**config.mk**
```make
export PLATFORM = sky130hd
export DESIGN_NAME = duplex_toggle_link
export DESIGN_NICKNAME = d
export VERILOG_FILES = /design/src/rtl/tlink_pkg.sv /design/src/rtl/tlink_sync.sv /design/src/rtl/tlink_tx.sv /design/src/rtl/tlink_rx.sv /design/src/rtl/duplex_toggle_link.sv
export SDC_FILE = /design/constraint.sdc
export NUM_CORES = 1
export LEC_CHECK = 0
export BUFFER_PORTS_ARGS = -buffer_cell sky130_fd_sc_hd__buf_2
export CORE_MARGIN = 4
export CORE_UTILIZATION = 53
export CTS_CLUSTER_SIZE = 8
export DETAILED_ROUTE_END_ITERATION = 7
export GPL_TIMING_DRIVEN = 1
export PLACE_DENSITY_LB_ADDON = 0.1
export SYNTH_ARGS = -nofsm -noshare
export SYNTH_HDL_FRONTEND = slang
export SYNTH_HIERARCHICAL = 1
export SYNTH_SLANG_ARGS = --single-unit
```
**constraint.sdc**
```tcl
create_clock -name clk -period 1.8 [get_ports clk]
set_clock_uncertainty 0.05 [all_clocks]
set_input_delay 0.09 -clock clk [delete_from_list [all_inputs] [get_ports clk]]
set_output_delay 0.09 -clock clk [all_outputs]
set_load 0.05 [all_outputs]
```
**src/rtl/tlink_pkg.sv**
```systemverilog
package tlink_pkg;
  // transmit sequencer states
  typedef enum logic [1:0] {
    TX_IDLE   = 2'd0,
    TX_SETUP  = 2'd1,
    TX_STROBE = 2'd2
  } tx_state_e;
endpackage

```
**src/rtl/tlink_sync.sv**
```systemverilog
module tlink_sync #(
  parameter int WIDTH  = 1,
  parameter int STAGES = 2
) (
  input  logic             clk,
  input  logic             rst,
  input  logic [WIDTH-1:0] d,
  output logic [WIDTH-1:0] q
);
  logic [STAGES-1:0][WIDTH-1:0] chain;

  always_ff @(posedge clk) begin
    if (rst) chain <= '0;
    else     chain <= {chain[STAGES-2:0], d};
  end

  assign q = chain[STAGES-1];
endmodule

```
**src/rtl/tlink_tx.sv**
```systemverilog
module tlink_tx
  import tlink_pkg::*;
#(
  parameter int BYTE_W      = 8,
  parameter int SLICE_W     = 2,
  parameter int SYNC_STAGES = 2
) (
  input  logic               clk,
  input  logic               rst,
  input  logic               in_valid,
  input  logic [BYTE_W-1:0]  in_data,
  output logic               in_ready,
  output logic               pin_clk,
  output logic [SLICE_W-1:0] pin_dat,
  input  logic               pin_ack
);
  localparam int SLICES = BYTE_W / SLICE_W;
  localparam int CNT_W  = $clog2(SLICES + 1);

  logic              ack_s;
  logic              clk_q;
  logic [SLICE_W-1:0] dat_q;
  logic [BYTE_W-1:0] shreg;
  logic [CNT_W-1:0]  left;
  tx_state_e         st;
  logic              ack_match;

  tlink_sync #(.WIDTH(1), .STAGES(SYNC_STAGES)) u_ack_sync (
    .clk(clk), .rst(rst), .d(pin_ack), .q(ack_s)
  );

  assign ack_match = (ack_s == clk_q);
  assign in_ready  = (st == TX_IDLE) && ack_match;

  always_ff @(posedge clk) begin
    if (rst) begin
      st    <= TX_IDLE;
      clk_q <= 1'b0;
      dat_q <= '0;
      shreg <= '0;
      left  <= '0;
    end else begin
      case (st)
        TX_IDLE: begin
          if (in_valid && in_ready) begin
            shreg <= in_data;
            left  <= CNT_W'(SLICES);
            st    <= TX_SETUP;
          end
        end
        TX_SETUP: begin
          // previous slice consumed: present the next one
          if (ack_match) begin
            dat_q <= shreg[BYTE_W-1 -: SLICE_W];
            shreg <= shreg << SLICE_W;
            left  <= left - CNT_W'(1);
            st    <= TX_STROBE;
          end
        end
        TX_STROBE: begin
          clk_q <= ~clk_q;
          st    <= (left == '0) ? TX_IDLE : TX_SETUP;
        end
        default: st <= TX_IDLE;
      endcase
    end
  end

  assign pin_clk = clk_q;
  assign pin_dat = dat_q;

  assert_hold_unacked_R3: assert property (@(posedge clk) disable iff (rst)
    (clk_q != ack_s) |=> ($stable(dat_q) && $stable(clk_q)));

  assert_data_setup_R5: assert property (@(posedge clk) disable iff (rst)
    !$stable(clk_q) |-> $stable(dat_q));

  assert_busy_after_accept_R4: assert property (@(posedge clk) disable iff (rst)
    (in_valid && in_ready) |=> !in_ready);
endmodule

```
**src/rtl/tlink_rx.sv**
```systemverilog
module tlink_rx #(
  parameter int BYTE_W      = 8,
  parameter int SLICE_W     = 2,
  parameter int SYNC_STAGES = 2
) (
  input  logic               clk,
  input  logic               rst,
  input  logic               pin_clk,
  input  logic [SLICE_W-1:0] pin_dat,
  output logic               pin_ack,
  output logic               out_valid,
  output logic [BYTE_W-1:0]  out_data
);
  localparam int SLICES = BYTE_W / SLICE_W;
  localparam int CNT_W  = $clog2(SLICES + 1);

  logic               clk_s;
  logic [SLICE_W-1:0] dat_s;
  logic               ack_q;
  logic [BYTE_W-1:0]  shreg;
  logic [BYTE_W-1:0]  assembled;
  logic [CNT_W-1:0]   cnt;
  logic               fresh;

  // toggle and data share one synchroniser so their latency is equal
  tlink_sync #(.WIDTH(1 + SLICE_W), .STAGES(SYNC_STAGES)) u_in_sync (
    .clk(clk), .rst(rst), .d({pin_clk, pin_dat}), .q({clk_s, dat_s})
  );

  assign fresh     = (clk_s != ack_q);
  assign assembled = {shreg[BYTE_W-SLICE_W-1:0], dat_s};

  always_ff @(posedge clk) begin
    if (rst) begin
      ack_q     <= 1'b0;
      shreg     <= '0;
      cnt       <= '0;
      out_valid <= 1'b0;
      out_data  <= '0;
    end else begin
      out_valid <= 1'b0;
      if (fresh) begin
        ack_q <= ~ack_q;
        shreg <= assembled;
        if (cnt == CNT_W'(SLICES - 1)) begin
          cnt       <= '0;
          out_valid <= 1'b1;
          out_data  <= assembled;
        end else begin
          cnt <= cnt + CNT_W'(1);
        end
      end
    end
  end

  assign pin_ack = ack_q;

  assert_valid_pulse_R7: assert property (@(posedge clk) disable iff (rst)
    out_valid |=> !out_valid);

  assert_single_ack_R6: assert property (@(posedge clk) disable iff (rst)
    !$stable(ack_q) |=> $stable(ack_q));
endmodule

```
**src/rtl/duplex_toggle_link.sv**
```systemverilog
module duplex_toggle_link #(
  parameter int BYTE_W      = 8,
  parameter int SLICE_W     = 2,
  parameter int SYNC_STAGES = 2
) (
  input  logic               clk,
  input  logic               rst,
  input  logic               tx_valid,
  input  logic [BYTE_W-1:0]  tx_data,
  output logic               tx_ready,
  output logic               rx_valid,
  output logic [BYTE_W-1:0]  rx_data,
  output logic               link_tx_clk,
  output logic [SLICE_W-1:0] link_tx_dat,
  input  logic               link_tx_ack,
  input  logic               link_rx_clk,
  input  logic [SLICE_W-1:0] link_rx_dat,
  output logic               link_rx_ack
);
  tlink_tx #(.BYTE_W(BYTE_W), .SLICE_W(SLICE_W), .SYNC_STAGES(SYNC_STAGES)) u_tx (
    .clk(clk), .rst(rst),
    .in_valid(tx_valid), .in_data(tx_data), .in_ready(tx_ready),
    .pin_clk(link_tx_clk), .pin_dat(link_tx_dat), .pin_ack(link_tx_ack)
  );

  tlink_rx #(.BYTE_W(BYTE_W), .SLICE_W(SLICE_W), .SYNC_STAGES(SYNC_STAGES)) u_rx (
    .clk(clk), .rst(rst),
    .pin_clk(link_rx_clk), .pin_dat(link_rx_dat), .pin_ack(link_rx_ack),
    .out_valid(rx_valid), .out_data(rx_data)
  );

  assert_ack_tracks_R6: assert property (@(posedge clk) disable iff (rst)
    !$stable(link_rx_ack) |-> (link_rx_ack == link_rx_clk));
endmodule

```
==> results.cfg, run 1 <==
[pwr]
power_frac_comb_pct = 19.5
vdd_drop_max_uv = 485
internal_power_mw = 1.35
p_clk_share_pct = 24.7
power.leakage_nw = 0.791
swShare_pct = 29.6
powerDensity_nw_per_um2 = 926
p_switching_mw = 0.568
p_total_mw = 1.92
p_seq_share_pct = 55.8

[cells_and_area]
fin_cells = 269
post-route-cell-area_um2 = 2070
final_nets = 243
syn2layout_area_growth_pct = 16.2
final_core_util_pct = 66.3
layout-drive-gt1-share_pct = 20.0
fillerInstances = 267
n_antenna_cell = 0

[place]
dpl.hpwl_mm = 2.14
post-place-ws_ns = 0.172
port_buffers = 28
dp.cells = 250
globalplace.congestion = 0.831
dpl_cell_area_um2 = 1880

[grt]
grt_pass1_vias = 1401
overflow = 0
busiest_layer = met2
grt_use_met1_pct = 20.8
grt_max_degree = 31
use_met3_pct = 4.08
grt_use_met2_pct = 27.8
antenna_found_initial = 0
grt_pass1_wl_mm = 5.71
track_usage_pct = 17.1

[floorplanning]
io_pins = 29
design.core.area_um2 = 3130
row_count = 20
die_height_um = 66.0
start_util_pct = 57.0
fp.dieW_um = 66.0
die_area_um2 = 4360

[clocking]
cts_num_sinks = 43
htreeDepth = 2
clkTransAtPathRegs_ns = 0.12
cts_buffer_depth = 2
cts_buffers = 5
cts_root_buffer = clkbuf_4
clk_latency_ns = 0.35
cts_tree = built

[sta]
rsz0062_at_grt = true
finalHoldViolCount = 0
min_period_ns = 1.64
setup_slack_ns = 0.159
slew_viol_final = 0
max_freq_mhz = 609
relSlewSlack_pct = 57.5
worst_pin_slew_ns = 0.634
setup_viol = 0
min_period_over_period_pct = 91.2

[routing]
wl_per_cell_um = 12.2
via_count = 1407
postRouteAntennaNets = 0
drtIter0Drc = 98
drt-total-wl_mm = 3.29
via_per_inst = 5.23
drc = 0
firstDrtPassIters = 5

[logic_synthesis]
yosysWarnings = 6
netlist_top_cells_area = dfxtp_1 48%, a21oi_1 7.9%, nand2_1 5.7%
syn_nets = 208
synthFlopType = dfxtp_1
async_flop_share_pct = 0
ys_ff_latch = 43
synth_edf_count = 0
ys_types = 34
postSynthAreaPerCell_um2 = 9.39
syn-cell-area_um2 = 1780
seq_area_frac_synth_pct = 48.2
synth_top_area_share_pct = 48.2
netlist_instances = 190
synth_top_cell_by_area = dfxtp_1

[flow_run]
cap_violations = 0

[setup_path]
startpoint_type = flop
r2r_start = u_tx/pin_clk
setup.worst_path.start = u_tx/pin_clk
r2r_cells = 3
worstReg2RegEnd = u_tx/st[0]
worstSetupPathType = reg -> reg
arrival_ns = 1.84
rrSetupSlack_ns = 0.16
cp_max_fo = 14
endpoint_kind = flop
worst-endpoint-required_ns = 2.00

[status]
status = complete, no violations

[worst_hold_path]
worstHoldEndpoint = u_rx/shreg[4]
hp-class = in -> reg
hp-start = rst
hold_depth = 2
## power groups by stage
stage,clock (mW),combinational (mW),sequential [mW]
6_report,0.474,0.375,1.07
5_1_grt,0.530,0.417,1.08
4_1_cts,0.488,0.373,1.07
3_5_place_dp,0,0.353,1.09
3_3_place_gp,0,0.344,1.09
2_1_floorplan,0,0.310,1.09
## routing by layer
layer	vias to the layer above	part of all wire (%)
met5	-	0
met4	0	2.3
met3	9	4.9
met2	33	44
met1	646	48
li1	719	-
## logic make-up after synthesis
family / share of synthesized area [%]
adder cells (fa/ha/maj): 2.10
buffers and inverters: 7.71
AO/OA/AOI/OAI: 17.7
flip-flops: 48.2
XOR/XNOR: 4.21
AND/OR/NAND/NOR: 20.0
## critical path: stages, from the launching register on
cell       delay (ns)
dfxtp_1          0.39
xnor2_2          0.55
a211oi_1         0.16
a2111oi_1        0.38
## layout by cell type, fill, tap and decap left out, types with 2 or more instances in the layout
| master | netlist | final |
|---|---|---|
| nor2_1 | 2 | 2 |
| buf_4 | 4 | 3 |
| inv_1 | 2 | 2 |
| nand3_1 | 5 | 5 |
| a21oi_1 | 28 | 28 |
| xnor2_1 | 2 | 2 |
| clkbuf_4 | 0 | 5 |
| or3b_1 | 8 | 8 |
| buf_2 | 1 | 28 |
| nand2b_1 | 3 | 2 |
| nand2_1 | 27 | 27 |
| ha_1 | 3 | 3 |
| or3_1 | 2 | 2 |
| o21ai_0 | 10 | 10 |
| o21ai_1 | 5 | 5 |
| dfxtp_1 | 43 | 43 |
| nor3_1 | 4 | 3 |
| nor2b_1 | 12 | 12 |
| a311oi_1 | 6 | 6 |
| dlygate4sd3_1 | 0 | 12 |
## state kept, by name, indices dropped and copies added, names as in the netlist
signal / cells
u_rx/shreg: 6
u_tx/pin_dat: 2
u_rx/out_valid: 1
u_rx/pin_ack: 1
u_rx/u_in_sync/chain: 3
u_tx/left: 3
u_rx/u_in_sync/q: 3
u_tx/u_ack_sync/q: 1
u_tx/st: 2
u_tx/shreg: 8
u_rx/cnt: 3
u_tx/pin_clk: 1
u_tx/u_ack_sync/chain: 1
u_rx/out_data: 8
## Yosys cell counts (2+ instances only)
cell / n
nand2b_1: 3
ha_1: 3
xnor2_2: 2
a21oi_1: 28
a311oi_1: 6
buf_4: 4
o21ai_0: 10
dfxtp_1: 43
nand2_1: 27
nor2b_1: 12
nand3_1: 5
buf_6: 3
clkbuf_8: 3
nor3_1: 4
xnor2_1: 2
clkbuf_1: 3
nor2_1: 2
o21ai_1: 5
or3_1: 2
inv_1: 2
or3b_1: 8
## worst max-delay path by stage
stage / endpoint
after floorplan: u_rx/out_data[5]
after global placement: u_tx/st[0]
after global routing: u_tx/st[0]
after detailed placement: u_rx/out_data[5]
after CTS: u_rx/out_data[5]
final: u_tx/st[0]
## metrics by stage
step           setup TNS [ns]  hold slack [ns]
2_1_floorplan               0            0.112
3_3_place_gp                0            0.250
3_5_place_dp                0            0.263
4_1_cts                     0          0.00547
5_1_grt               -0.0168          0.00440
6_report                    0           0.0188
## layout make-up
type / count / area [um2] / share of cell area, %
clock buffer: 6 / 51.3 / 2.47
multi-input combinational: 130 / 811 / 39.1
inverter: 2 / 7.51 / 0.362
timing repair buffer: 43 / 283 / 13.6
clock inverter: 1 / 5.00 / 0.241
sequential: 43 / 861 / 41.5
tap: 44 / 55.1 / 2.66
## repair_timing
| action | in CTS | in global routing |
|---|---|---|
| buffers inserted | 0 | 0 |
| hold buffers | 12 | 0 |
| endpoints found under the hold margin | 12 | 0 |
| resized for setup | 0 | 2 |
| setup endpoints to repair | 0 | 5 |
(Power assumes the default switching activity.)
==> run 2: changes to the inputs <==
- CORE_ASPECT_RATIO: unset -> 0.6
==> run 2 against run 1 <==
Compared with the run above: global-route usage is 0.43 points higher; design area down 1.4%; utilization rose by 0.96 points; total power grew 9.9%; routed wire length is 8.8% higher; worst setup slack lost 0.030 ns; via count decreased by 0.50%; first-iteration DRC count down 7.1%; sequential power is essentially flat; fmax decreased by 1.8%; cell count shrank 3.0%; die area rose by 0.70%.
==> results.cfg, run 2 (synthesis results as in run 1) <==
[status]
status = complete, no violations

[pwr]
power.leakage_nw = 0.778
powerDensity_nw_per_um2 = 1030
vdd_drop_max_uv = 789

[cells_and_area]
n_antenna_cell = 0
final_common_cell = dfxtp_1
layout-drive-gt1-share_pct = 19.6
syn2layout_area_growth_pct = 14.6
final_nets = 236
final_cell_mix = 43 x dfxtp_1, 28 x buf_2, 28 x a21oi_1, 27 x nand2_1, 12 x nor2b_1
reg.largest.list = u_rx/out_data (8), u_tx/shreg (8), u_rx/shreg (6)

[floorplanning]
die_area_um2 = 4390
design.core.area_um2 = 3040
io_pins = 29
die_height_um = 52.9
fp.dieW_um = 82.9
start_util_pct = 58.7
row_count = 15

[clocking]
htreeDepth = 2
cts_buffers = 5
cts_root_buffer = clkbuf_8
cts_tree = built
cts_buffer_depth = 2
post_cts_buffers = 0
clkTransAtPathRegs_ns = 0.08
cts_num_sinks = 43
clk_latency_ns = 0.29

[routing]
wl_met1_mm = 1.76
drt-total-wl_mm = 3.58
firstDrtPassIters = 4
wl_per_cell_um = 13.7
routed.top_layer = met4
drc = 0
postRouteAntennaNets = 0
via_per_inst = 5.36
drtIter0Drc = 91
via_count = 1400
wl_met3_um = 217
met2WireLength_mm = 1.57

[grt]
overflow = 0
grt_max_degree = 44
track_usage_pct = 17.5
grt_pass1_vias = 1306
antenna_found_initial = 0
grt_pass1_wl_mm = 6.11

[setup_path]
endpoint_kind = flop
cp_max_fo = 14
setup.worst_path.start = u_tx/pin_clk
worstSetupPathType = reg -> reg
r2r_start = u_tx/pin_clk
worst-endpoint-required_ns = 1.93
startpoint_type = flop
arrival_ns = 1.80
slowest_delay_ns = 0.59
crit_slowest_cell = xnor2_2
crit_chain = xnor2_2, a211oi_1, a2111oi_1

[flow_run]
cap_violations = 0

[sta]
min_period_ns = 1.67
relSlewSlack_pct = 52.1
worst_pin_slew_ns = 0.719
setup_viol = 0
rsz0062_at_grt = false
min_period_over_period_pct = 92.8
tns_ns = 0
max_freq_mhz = 599
timing.hold.ws_ns = 0.0181
finalHoldViolCount = 0
slew_viol_final = 0

[place]
port_buffers = 28
globalplace.congestion = 0.782
dpl.hpwl_mm = 2.38

[worst_hold_path]
hp-class = in -> reg
hp-start = tx_data[3]
[run 2: power by group]
group          total (mW)  switching (mW)  internal [mW]
Sequential           1.07          0.0575           1.02
Combinational       0.377           0.230          0.147
Clock               0.660           0.310          0.350
Total                2.11           0.597           1.51
[run 2: layer usage]
| metal | track usage [%] | vias up |
|---|---|---|
| met5 | 0 | - |
| met4 | 5.71 | 0 |
| met3 | 5.60 | 5 |
| met2 | 29.3 | 43 |
| met1 | 21.8 | 645 |
| li1 | - | 707 |
[run 2: area by class of cell]
class,instances,area [um2]
fill,268,996
sequential,43,861
multi-input combinational,130,808
timing repair buffer,36,215
clock buffer,8,100
tap,42,52.6
inverter,2,7.51
[run 2: critical path, delay by kind of cell, from the launching register on]
family / cells / cell delay, ns
XOR/XNOR: 1 / 0.59
flip-flops: 1 / 0.37
AO/OA/AOI/OAI: 2 / 0.55
[run 2: through the flow]
stage / instances / total power, mW / worst slack, ns / area [um2] / utilization [%]
floorplan: 190 / 1.40 / 0.148 / 1800 / -
global placement: 247 / 1.43 / 0.217 / 1870 / 61.6
detailed placement: 247 / 1.45 / 0.115 / 1870 / 61.6
CTS: 260 / 2.11 / 0.0900 / 2020 / 66.5
global route: 261 / 2.22 / 0.0157 / 2040 / 67.2
finish: 261 / 2.11 / 0.129 / 2040 / 67.2
[run 2: timing repair]
item / in CTS / in global routing
gates resized for setup: 0 / 1
endpoints found under the hold margin: 5 / 1
endpoints found under the setup margin: 0 / 9
hold buffers: 5 / 1
[run 2: worst paths after layout]
check                   endpoint  slack (ns)  cells past startpoint
max                   u_tx/st[0]        0.13                      3
min reg2reg  u_rx/u_in_sync/q[1]        0.40                      1
max reg2reg           u_tx/st[0]        0.13                      3
min                u_tx/shreg[3]        0.02                      3
==> run 3: changes to the inputs <==
- CORE_UTILIZATION: 53 -> 49
- clock period: 1.8 -> 1.5 ns (I/O delays scaled with it)
==> run 3 against run 2 <==
Compared with the run above: worst hold slack worse by 0.013 ns; routed wire length is 1.3% lower; critical endpoint is now tx_ready; combinational power increased by 29%; design area up 3.8%; non-clock buffer count is 7 higher; largest cell class unchanged; worst setup slack worse by 0.032 ns; die area up 7.1%; first-iteration DRC count is 49% lower; clock power barely moved; register-to-register slack barely moved.
==> results.cfg, run 3 (synthesis results as in run 1) <==
[status]
status = complete, no violations

[sta]
setup_viol = 0
relSlewSlack_pct = 69.4
max_freq_mhz = 713
finalHoldViolCount = 0
setup_slack_ns = 0.0971
slew_viol_final = 0
min_period_ns = 1.40
min_period_over_period_pct = 93.5
tns_ns = 0
worst_pin_slew_ns = 0.457
timing.hold.ws_ns = 0.00526
rsz0062_at_grt = false

[cells_and_area]
reg.largest.list = u_rx/out_data (8), u_tx/shreg (8), u_rx/shreg (6)
final_nets = 244
final_cell_mix = 39 x dfxtp_1, 28 x a21oi_1, 27 x buf_2, 27 x nand2_1, 12 x nor2b_1
fin_cells = 270
syn2layout_area_growth_pct = 18.9
layout-drive-gt1-share_pct = 24.9
final_common_cell = dfxtp_1
n_antenna_cell = 0

[clocking]
post_cts_buffers = 0
clkTransAtPathRegs_ns = 0.07
cts_root_buffer = clkbuf_8
clk_latency_ns = 0.28
cts_tree = built
cts_num_sinks = 43
htreeDepth = 2
cts_buffers = 5
cts_buffer_depth = 2

[setup_path]
startpoint_type = flop
crit_chain = xor2_1, buf_4, nor3_4, buf_6
crit_slowest_cell = dfxtp_2
endpoint_kind = output port
worst-endpoint-required_ns = 1.37
cp_max_fo = 12
arrival_ns = 1.28
rrSetupSlack_ns = 0.13
slowest_delay_ns = 0.35
worstSetupPathType = reg -> out
cpLargestDelayFamily = buffers and inverters
critPathBufInv = 2

[routing]
drt-total-wl_mm = 3.53
via_per_inst = 5.23
via_count = 1411
drc = 0
postRouteAntennaNets = 0
wl_per_cell_um = 13.1
drtIter0Drc = 46
firstDrtPassIters = 6

[pwr]
power_frac_comb_pct = 20.0
p_seq_share_pct = 52.9
p_switching_mw = 0.697
internal_power_mw = 1.74
p_total_mw = 2.44
swShare_pct = 28.5
p_clk_share_pct = 27.1
power.leakage_nw = 0.808
powerDensity_nw_per_um2 = 1150
vdd_drop_max_uv = 802

[grt]
grt_max_degree = 24
overflow = 0
grt_pass1_wl_mm = 6.15
grt_pass1_vias = 1349
antenna_found_initial = 0
track_usage_pct = 16.9

[place]
port_buffers = 28
post-place-ws_ns = -0.0976
dpl.hpwl_mm = 2.38
globalplace.congestion = 0.740
dp.cells = 258

[flow_run]
cap_violations = 0

[floorplanning]
fp.dieW_um = 85.9
design.core.area_um2 = 3380
row_count = 16
io_pins = 29
die_height_um = 54.7
die_area_um2 = 4700
start_util_pct = 52.7

[worst_hold_path]
hp-class = in -> reg
[run 3: power by group through the flow]
| stage | sequential [mW] | combinational [mW] | clock [mW] |
|---|---|---|---|
| after floorplan | 1.31 | 0.373 | 0 |
| after global placement | 1.31 | 0.441 | 0 |
| after detailed placement | 1.31 | 0.453 | 0 |
| after CTS | 1.28 | 0.472 | 0.680 |
| after global routing | 1.30 | 0.551 | 0.723 |
| final | 1.29 | 0.488 | 0.661 |
[run 3: what timing repair did]
action                                  CTS  global route
hold buffers                              5             0
gates cloned                              0             1
pin swaps                                 0             1
gates resized for setup                   3             6
endpoints found under the setup margin    8            16
hold endpoints to repair                  5             0
[run 3: area by class of cell]
type | count | area (um2)
clock buffers | 6 | 72.6
fillers | 306 | 1260
inverters | 2 | 7.51
multi-input cells | 131 | 848
flip-flops and latches | 43 | 866
well taps | 45 | 56.3
repair buffers | 43 | 272
[run 3: metal layers]
metal	global-route usage, %	up-vias	routed length, um
li1	-	728	-
met3	5.11	0	168
met2	27.1	26	1490
met1	22.9	657	1870
met4	3.16	0	0
met5	0	-	0
[run 3: tightest hold or removal path: cells and delay by family]
family | cells | cell delay, ns
AO/OA/AOI/OAI | 1 | 0.07
AND/OR/NAND/NOR | 1 | 0.05
buffers and inverters | 1 | 0.10
[run 3: stage by stage]
stage / area, um2 / util, %
2_1_floorplan: 1800 / -
3_3_place_gp: 1940 / 57.3
3_5_place_dp: 1940 / 57.3
4_1_cts: 2080 / 61.4
5_1_grt: 2120 / 62.7
6_report: 2120 / 62.7
[run 3: final timing paths]
| path | from | endpoint | depth (start not counted) |
|---|---|---|---|
| setup / recovery | u_tx/pin_clk | tx_ready | 4 |
| hold / removal | tx_data[3] | u_tx/shreg[3] | 3 |
| hold reg to reg | u_rx/u_in_sync/chain[0] | u_rx/u_in_sync/q[0] | 1 |
| setup reg to reg | u_tx/st[1] | u_tx/shreg[6] | 4 |
